**src/rtl/vmi_pkg.sv**
```systemverilog
package vmi_pkg;
    localparam logic [2:0] CLS_LEG128  = 3'd0;
    localparam logic [2:0] CLS_VEX128  = 3'd1;
    localparam logic [2:0] CLS_WIDE256 = 3'd2;
    localparam logic [2:0] CLS_ZUPPER  = 3'd3;
    localparam logic [2:0] CLS_ZALL    = 3'd4;
endpackage

```
**src/rtl/vmi_dirty_track.sv**
```systemverilog
module vmi_dirty_track
    import vmi_pkg::*;
#(
    parameter int NREG  = 16,
    parameter int IDX_W = $clog2(NREG)
) (
    input  logic             clk,
    input  logic             rst_n,
    input  logic             upd_en,
    input  logic [2:0]       cls,
    input  logic [IDX_W-1:0] dst,
    output logic             dirty_any
);
    typedef struct packed {
        logic [NREG-1:0] dirty;
    } trk_t;

    trk_t            s_q, s_d;
    logic [NREG-1:0] bit_d;
    logic            clr_all;

    assign clr_all = upd_en && (cls == CLS_ZUPPER || cls == CLS_ZALL);

    for (genvar i = 0; i < NREG; i++) begin : g_bit
        logic hit;
        assign hit = upd_en && (dst == IDX_W'(i));
        always_comb begin
            bit_d[i] = s_q.dirty[i];
            if (clr_all)
                bit_d[i] = 1'b0;
            else if (hit && cls == CLS_WIDE256)
                bit_d[i] = 1'b1;
            else if (hit && cls == CLS_VEX128)
                bit_d[i] = 1'b0;
        end
    end

    always_comb begin
        s_d.dirty = bit_d;
    end

    always_ff @(posedge clk) begin
        if (!rst_n) s_q <= '0;
        else        s_q <= s_d;
    end

    assign dirty_any = |s_q.dirty;
endmodule

```
**src/rtl/vmi_merge_seq.sv**
```systemverilog
module vmi_merge_seq
    import vmi_pkg::*;
#(
    parameter int IDX_W = 4,
    parameter int PAY_W = 32
) (
    input  logic             clk,
    input  logic             rst_n,
    input  logic             dirty_any,
    input  logic             in_valid,
    output logic             in_ready,
    input  logic [2:0]       in_cls,
    input  logic [IDX_W-1:0] in_dst,
    input  logic [PAY_W-1:0] in_pay,
    output logic             out_valid,
    input  logic             out_ready,
    output logic             out_merge,
    output logic [2:0]       out_cls,
    output logic [IDX_W-1:0] out_dst,
    output logic             out_dep,
    output logic [PAY_W-1:0] out_pay,
    output logic             accept,
    output logic             merge_fire
);
    typedef struct packed {
        logic             pend;
        logic [IDX_W-1:0] dst;
        logic [PAY_W-1:0] pay;
    } seq_t;

    seq_t s_q, s_d;
    logic need_merge;

    assign need_merge = (in_cls == CLS_LEG128) && dirty_any;

    always_comb begin
        s_d        = s_q;
        accept     = 1'b0;
        merge_fire = 1'b0;
        if (s_q.pend) begin
            in_ready   = 1'b0;
            out_valid  = 1'b1;
            out_merge  = 1'b1;
            out_cls    = CLS_LEG128;
            out_dst    = s_q.dst;
            out_dep    = 1'b1;
            out_pay    = s_q.pay;
            merge_fire = out_ready;
            if (out_ready) s_d.pend = 1'b0;
        end else begin
            in_ready  = out_ready;
            out_valid = in_valid;
            out_merge = 1'b0;
            out_cls   = in_cls;
            out_dst   = in_dst;
            out_dep   = need_merge;
            out_pay   = in_pay;
            accept    = in_valid && out_ready;
            if (accept && need_merge) begin
                s_d.pend = 1'b1;
                s_d.dst  = in_dst;
                s_d.pay  = in_pay;
            end
        end
    end

    always_ff @(posedge clk) begin
        if (!rst_n) s_q <= '0;
        else        s_q <= s_d;
    end
endmodule

```
**src/rtl/vmi_sat_count.sv**
```systemverilog
module vmi_sat_count #(
    parameter int CNT_W = 16
) (
    input  logic             clk,
    input  logic             rst_n,
    input  logic             inc,
    output logic [CNT_W-1:0] count
);
    localparam logic [CNT_W-1:0] CNT_MAX = '1;

    typedef struct packed {
        logic [CNT_W-1:0] cnt;
    } cnt_t;

    cnt_t s_q, s_d;

    always_comb begin
        s_d = s_q;
        if (inc && s_q.cnt != CNT_MAX) s_d.cnt = s_q.cnt + 1'b1;
    end

    always_ff @(posedge clk) begin
        if (!rst_n) s_q <= '0;
        else        s_q <= s_d;
    end

    assign count = s_q.cnt;
endmodule

```
**src/rtl/vupper_merge_inject.sv**
```systemverilog
module vupper_merge_inject #(
    parameter int NREG  = 16,
    parameter int PAY_W = 32,
    parameter int CNT_W = 16,
    localparam int IDX_W = $clog2(NREG)
) (
    input  logic             clk,
    input  logic             rst_n,
    input  logic             in_valid,
    output logic             in_ready,
    input  logic [2:0]       in_cls,
    input  logic [IDX_W-1:0] in_dst,
    input  logic [PAY_W-1:0] in_pay,
    output logic             out_valid,
    input  logic             out_ready,
    output logic             out_merge,
    output logic [2:0]       out_cls,
    output logic [IDX_W-1:0] out_dst,
    output logic             out_dep,
    output logic [PAY_W-1:0] out_pay,
    output logic [CNT_W-1:0] merge_count
);
    logic dirty_any;
    logic accept;
    logic merge_fire;

    vmi_dirty_track #(.NREG(NREG), .IDX_W(IDX_W)) u_track (
        .clk       (clk),
        .rst_n     (rst_n),
        .upd_en    (accept),
        .cls       (in_cls),
        .dst       (in_dst),
        .dirty_any (dirty_any)
    );

    vmi_merge_seq #(.IDX_W(IDX_W), .PAY_W(PAY_W)) u_seq (
        .clk        (clk),
        .rst_n      (rst_n),
        .dirty_any  (dirty_any),
        .in_valid   (in_valid),
        .in_ready   (in_ready),
        .in_cls     (in_cls),
        .in_dst     (in_dst),
        .in_pay     (in_pay),
        .out_valid  (out_valid),
        .out_ready  (out_ready),
        .out_merge  (out_merge),
        .out_cls    (out_cls),
        .out_dst    (out_dst),
        .out_dep    (out_dep),
        .out_pay    (out_pay),
        .accept     (accept),
        .merge_fire (merge_fire)
    );

    vmi_sat_count #(.CNT_W(CNT_W)) u_cnt (
        .clk   (clk),
        .rst_n (rst_n),
        .inc   (merge_fire),
        .count (merge_count)
    );
endmodule

```
**config.mk**
```make
export PLATFORM = sky130hd
export DESIGN_NAME = vupper_merge_inject
export DESIGN_NICKNAME = d
export VERILOG_FILES = /design/src/rtl/vmi_pkg.sv /design/src/rtl/vmi_dirty_track.sv /design/src/rtl/vmi_merge_seq.sv /design/src/rtl/vmi_sat_count.sv /design/src/rtl/vupper_merge_inject.sv
export SDC_FILE = /design/constraint.sdc
export NUM_CORES = 1
export LEC_CHECK = 0
export BUFFER_PORTS_ARGS = -buffer_cell sky130_fd_sc_hd__clkbuf_2
export CORE_ASPECT_RATIO = 0.8
export CORE_MARGIN = 3
export CORE_UTILIZATION = 45
export DETAILED_ROUTE_END_ITERATION = 16
export GPL_TIMING_DRIVEN = 0
export PLACE_DENSITY = 0.82
export SKIP_LAST_GASP = 1
export SLEW_MARGIN = 10
export SYNTH_ARGS = -nofsm -noshare
export SYNTH_HDL_FRONTEND = slang
export SYNTH_HIERARCHICAL = 1
export SYNTH_SLANG_ARGS = --single-unit
```
**constraint.sdc**
```tcl
create_clock -name clk -period 2.35 [get_ports clk]
set_input_delay 0.5875 -clock clk [delete_from_list [all_inputs] [get_ports clk]]
set_output_delay 0.5875 -clock clk [all_outputs]
set_load 0.03 [all_outputs]
```
-- Word-level counts from Yosys, hierarchy flattened
Index checks and enable logic that the tools add are counted.
- bits in registers: 69
- word-level logic and storage cells: 162
- output and inout bits: 59
- input port bits: 43
- equal/unequal tests: 20
- multiplexer cells: 44
- add/subtract/negate cells: 1
- reductions and logical operators: 75
- bitwise gates (word level): 2
- operators with widths (kind ; number):
    logical AND 1 bit ; 53
    2-to-1 mux 1 bit ; 40
    2-to-1 mux 37 bit ; 1
    == test 4 bit (second input constant) ; 8
    2-to-1 mux 32 bit ; 1
    nonzero test 2 bit ; 16
    adder 16 x 1 -> 16 bit (second input constant) ; 1
    == test 4 x 3 -> 1 bit (second input constant) ; 4
    inequality test 16 bit (second input constant) ; 1
    OR reduction 16 bit ; 1
    == test 4 x 2 -> 1 bit (second input constant) ; 2
    == test 3 x 2 -> 1 bit (second input constant) ; 2
    == test 4 x 1 -> 1 bit (second input constant) ; 1
    zero test 4 bit ; 1
    2-to-1 mux 4 bit ; 1
    == test 3 x 1 -> 1 bit (second input constant) ; 1
    == test 3 bit (second input constant) ; 1
    zero test 3 bit ; 1
    2-to-1 mux 3 bit ; 1
    inverter 1 bit ; 2
    AND reduction 2 bit ; 1
    OR reduction 2 bit ; 1
    logical OR 1 bit ; 1

-- Logic depth before layout (Yosys ltp)
- depth in word-level cells: 6
- gate-level depth with buffers: 7
- depth with buffers taken out: 5

-- Modules after synthesis
The synthesis kept the hierarchy.
- modules (own cells, without submodules) (module ; sequential area each (sq um) ; times used ; cells an instance ; area each (sq um)):
    vmi_merge_seq ; 740.7 ; 1 ; 210 ; 1973.1
    vmi_dirty_track ; 320.3 ; 1 ; 99 ; 958.4
    vmi_sat_count ; 320.3 ; 1 ; 97 ; 837.1

-- Worst setup path after synthesis
OpenSTA, ideal clock, no wires.
- kind: reg2reg
- start: reg u_seq/s_q[36] in the netlist's numbering
- end: reg u_cnt.s_q (netlist bit u_cnt/count[9])
- path slack: 0.281 ns
- buffers on the path: 2
- setup time: 0.071 ns
- required time: 2.279 ns
- period minus slack after synthesis: 2.069 ns
- cell stages (with the launch flop): 7
- arrival: 1.999 ns
- cells stage by stage: dfxtp_1 -> buf_4 -> clkbuf_1 -> and2_1 -> nand2_1 -> or4_1 -> a21oi_1
- cells in the longest elaborated chain, start to end: 2
- ends and longest elaborated chain (item ; RTL line ; RTL):
    from (decl) ; vmi_merge_seq.sv:31 ; seq_t s_q, s_d;
    from (signal assigned) ; vmi_merge_seq.sv:68 ; if (!rst_n) s_q <= '0;
    from (signal assigned) ; vmi_merge_seq.sv:69 ; else s_q <= s_d;
    2-to-1 mux 1 bit ; vmi_merge_seq.sv:40 ; if (s_q.pend) begin
    named net merge_fire ; vupper_merge_inject.sv:25 ; logic merge_fire;
    logical AND 1 bit ; vmi_sat_count.sv:19 ; if (inc && s_q.cnt != CNT_MAX) s_d.cnt = s_q.cnt + 1'b1;
    to (signal assigned) ; vmi_sat_count.sv:23 ; if (!rst_n) s_q <= '0;
    to (signal assigned) ; vmi_sat_count.sv:24 ; else s_q <= s_d;
    to (decl) ; vmi_sat_count.sv:15 ; cnt_t s_q, s_d;
The timed path passes the listed nets, and every way through them passes these cells.
A chain may end at the register's enable or synchronous reset.

-- Final worst setup path
- start: reg u_track/s_q[2] in the netlist's numbering
- end: out out_dep
- cells in the longest elaborated chain, start to end: 3
- ends and longest elaborated chain (item ; RTL line ; RTL):
    from (decl) ; vmi_dirty_track.sv:18 ; trk_t s_q, s_d;
    from (signal assigned) ; vmi_dirty_track.sv:43 ; if (!rst_n) s_q <= '0;
    from (signal assigned) ; vmi_dirty_track.sv:44 ; else s_q <= s_d;
    OR reduction 16 bit ; vmi_dirty_track.sv:47 ; assign dirty_any = |s_q.dirty;
    named net dirty_any ; vupper_merge_inject.sv:23 ; logic dirty_any;
    logical AND 1 bit ; vmi_merge_seq.sv:34 ; assign need_merge = (in_cls == CLS_LEG128) && dirty_any;
    2-to-1 mux 1 bit ; vmi_merge_seq.sv:40 ;
    to (decl) ; vupper_merge_inject.sv:19 ; output logic out_dep,
The timed path passes the listed nets, and every way through them passes these cells.

==> flow_metrics.tcl <==
set metrics [dict create \
    synth-seq-cells 69 \
    cts_buffers 9 \
    leakage_nw 1.77 \
    drt.antenna.violating_nets 0 \
    min-delay-path-class "flop to flop" \
    layout-drive-gt1-share 0.367 \
    cts_buffer_depth 2 \
    grt_pass1_wl_microns 16500 \
    cp-start-kind "flop" \
    routabilityCongestion 0.924 \
    reg2reg_depth 6 \
    nFillCells 729 \
    worstMarginPinSlew_ns 0.765 \
    area_growth_pct 23.6 \
    worstHoldPathCells 2 \
    postCtsSetupRepairBufs 0 \
    drt-total-wl_microns 10000 \
    dieArea_sq_mm 0.00952 \
    synth_nets 450 \
    synthArstFlopShare 0 \
    power_density_mw_per_mm2 533 \
    syn_area_sq_mm 0.00377 \
    finalCritPeriodShare 0.993 \
    total_power_mw 2.48 \
    rsz0062_at_grt "true" \
    wl_per_cell_microns 15.9 \
    nets 562 \
    final_cells 631 \
    die_y_microns 87.9 \
    ys.flop_type "dfxtp_1" \
    vias 3498 \
    cp.arrival_ns 1.75 \
    drt-initial-drc-count 186 \
    worst_skew_pair.late_latency_ns 0.35 \
    cp_data_required_time_ns 1.76 \
    cp_slowest_cell "dfxtp_1" \
    first_pass_iters 4 \
    drcViolationCount 0 \
    start_util 0.470 \
    grt_pass1_vias 3503 \
    routed_via_density 5.54 \
    grt-ovfl-total 0 \
    synth_top_area_frac 0.367 \
    synth-edff-count 0 \
    dp.cells 615 \
    syn_inst 406 \
    max_slew_margin 0.486 \
    h-tree-depth 3 \
    place_area_sq_mm 0.00441 \
    num_io_pins 102 \
    most-common-layout-cells "101 x clkbuf_2, 85 x nand2_1, 69 x dfxtp_1, 39 x mux2i_1, 36 x mux2_2" \
    fin_area_sq_mm 0.00466 \
    setup_viol 0 \
    worst_clock_skew_ns 0.0136 \
    path_clk_slew_ns 0.08 \
    ys.warnings.count 6 \
    synth_top_area_cell "dfxtp_1" \
    clock.fmax_mhz 428 \
    core_sq_mm 0.00802 \
    final_common_cell "clkbuf_2" \
    cts_tree "built" \
    path_cells "nor4_2 -> nand4_1 -> nor4b_1 -> or2_2 -> clkbuf_4" \
    crit_type "flop to primary output" \
    hold_slack_ns 0.457 \
    cap_violations 0 \
    slowest_delay_ns 0.32 \
    diodes 0 \
    synth.avg_cell_area_sq_um 9.28 \
    maxSlewViolCount 0 \
    ir_drop_mv 0.274 \
    synth-seq-area-share 0.367 \
    portBuffers 101 \
    synth.distinct_cells 50 \
    seq_area_sq_mm 0.00138 \
    cts_root_buf "clkbuf_8" \
    dp_hpwl_microns 7520 \
    grt_max_degree 14 \
    status "finished, final reports clean" \
    multi_input_area_sq_mm 0.00219 \
    hold_viol_final 0 \
    synth_area_leaders "dfxtp_1 37%, mux2_2 11%, mux2i_1 10%" \
    crit_path_end_kind "primary output" \
    path_max_fanout 2 \
    min_period_ns 2.33 \
    antenna_found_initial 0 \
    setup_tns_ns 0 \
    fp-row-count 29 \
    die_x_microns 108 \
    cts_sinks 69 \
    gr-usage-all-layers 0.216 \
]
## what timing repair did
item,4_1_cts,5_1_grt
pin swaps,1,1
endpoints found under the setup margin,4,28
gates cloned,0,0
hold buffers,0,0
resized for setup,5,4
## cells by family (layout without fill, tap and decap cells)
kind of cell               Yosys count  in the layout  share of synthesized area
and+or+nand+nor                    169            169                      0.233
muxes                               75             75                      0.211
DFF                                 69             69                      0.367
AOI/OAI and AO/OA                   56             56                      0.122
buffers and inverters               34            151                     0.0591
xor gates and xnor gates             2              2                    0.00465
adders and majority gates            1              1                    0.00332
## Yosys cell counts (2+ instances only)
cell type and count:
buf_2 6, nand2b_1 6, nand3b_1 2, o21ai_0 5, mux2_2 36, nor4_1 7
buf_8 3, o31ai_1 14, or3_1 2, dfxtp_1 69, nor2_1 7, or2_2 2
nor2b_1 8, and4_1 4, buf_4 6, o41ai_1 7, clkbuf_1 11, nor3_1 2
a21oi_1 9, nand3_1 15, buf_6 2, a211oi_2 10, a211oi_1 6, or4_1 6
nand4_1 10, inv_1 5, mux2i_1 39, nand2_1 85
## cell type report
type | instances | share of cell area
Timing Repair Buffer | 101 | 0.109
Multi-Input combinational cell | 303 | 0.471
Tap cell | 108 | 0.0290
Inverter | 5 | 0.00403
Sequential cell | 69 | 0.297
Clock inverter | 6 | 0.0153
Clock buffer | 10 | 0.0296
Buffer | 29 | 0.0457
## worst max-delay path: cells and delay by family, from the launching register on
family | cells | cell delay [ns]
buffers and inverters | 1 | 0.18
DFF | 1 | 0.32
and+or+nand+nor | 4 | 0.89
## sequential cells by signal (all words and copies together), names as in the netlist
name and count:
u_cnt/count 16, u_track/s_q 16, u_seq/s_q 37
## layer usage
layer  wire [microns]  track usage  share of wire
met3              729       0.0722          0.073
met2             4970        0.374           0.50
met1             4240        0.264           0.42
met4               69       0.0470         0.0069
met5                0            0              0
## path summary, 6_finish.rpt
path	startpoint	end	slack, ns
min	u_seq/s_q[28]	u_seq/s_q[28]	0.46
max	u_track/s_q[2]	out_dep	0.02
max reg2reg	u_seq/s_q[36]	u_cnt/count[13]	0.22
min reg2reg	u_seq/s_q[28]	u_seq/s_q[28]	0.46
## power breakdown
| group | leakage [nW] | internal, mW | total [mW] | switching (mW) |
|---|---|---|---|---|
| clock | 0.0991 | 0.526 | 1.01 | 0.481 |
| sequential | 0.555 | 1.17 | 1.17 | 0.000746 |
| combinational | 1.11 | 0.104 | 0.307 | 0.203 |
## metrics by stage
stage               worst slack [ns]   util
floorplan                      0.281      -
global placement               0.186  0.550
detailed placement            0.0780  0.550
CTS                         0.000780  0.579
global route                 -0.0500  0.581
finish                        0.0158  0.581
Note: power is estimated with default switching activity, not from simulation.
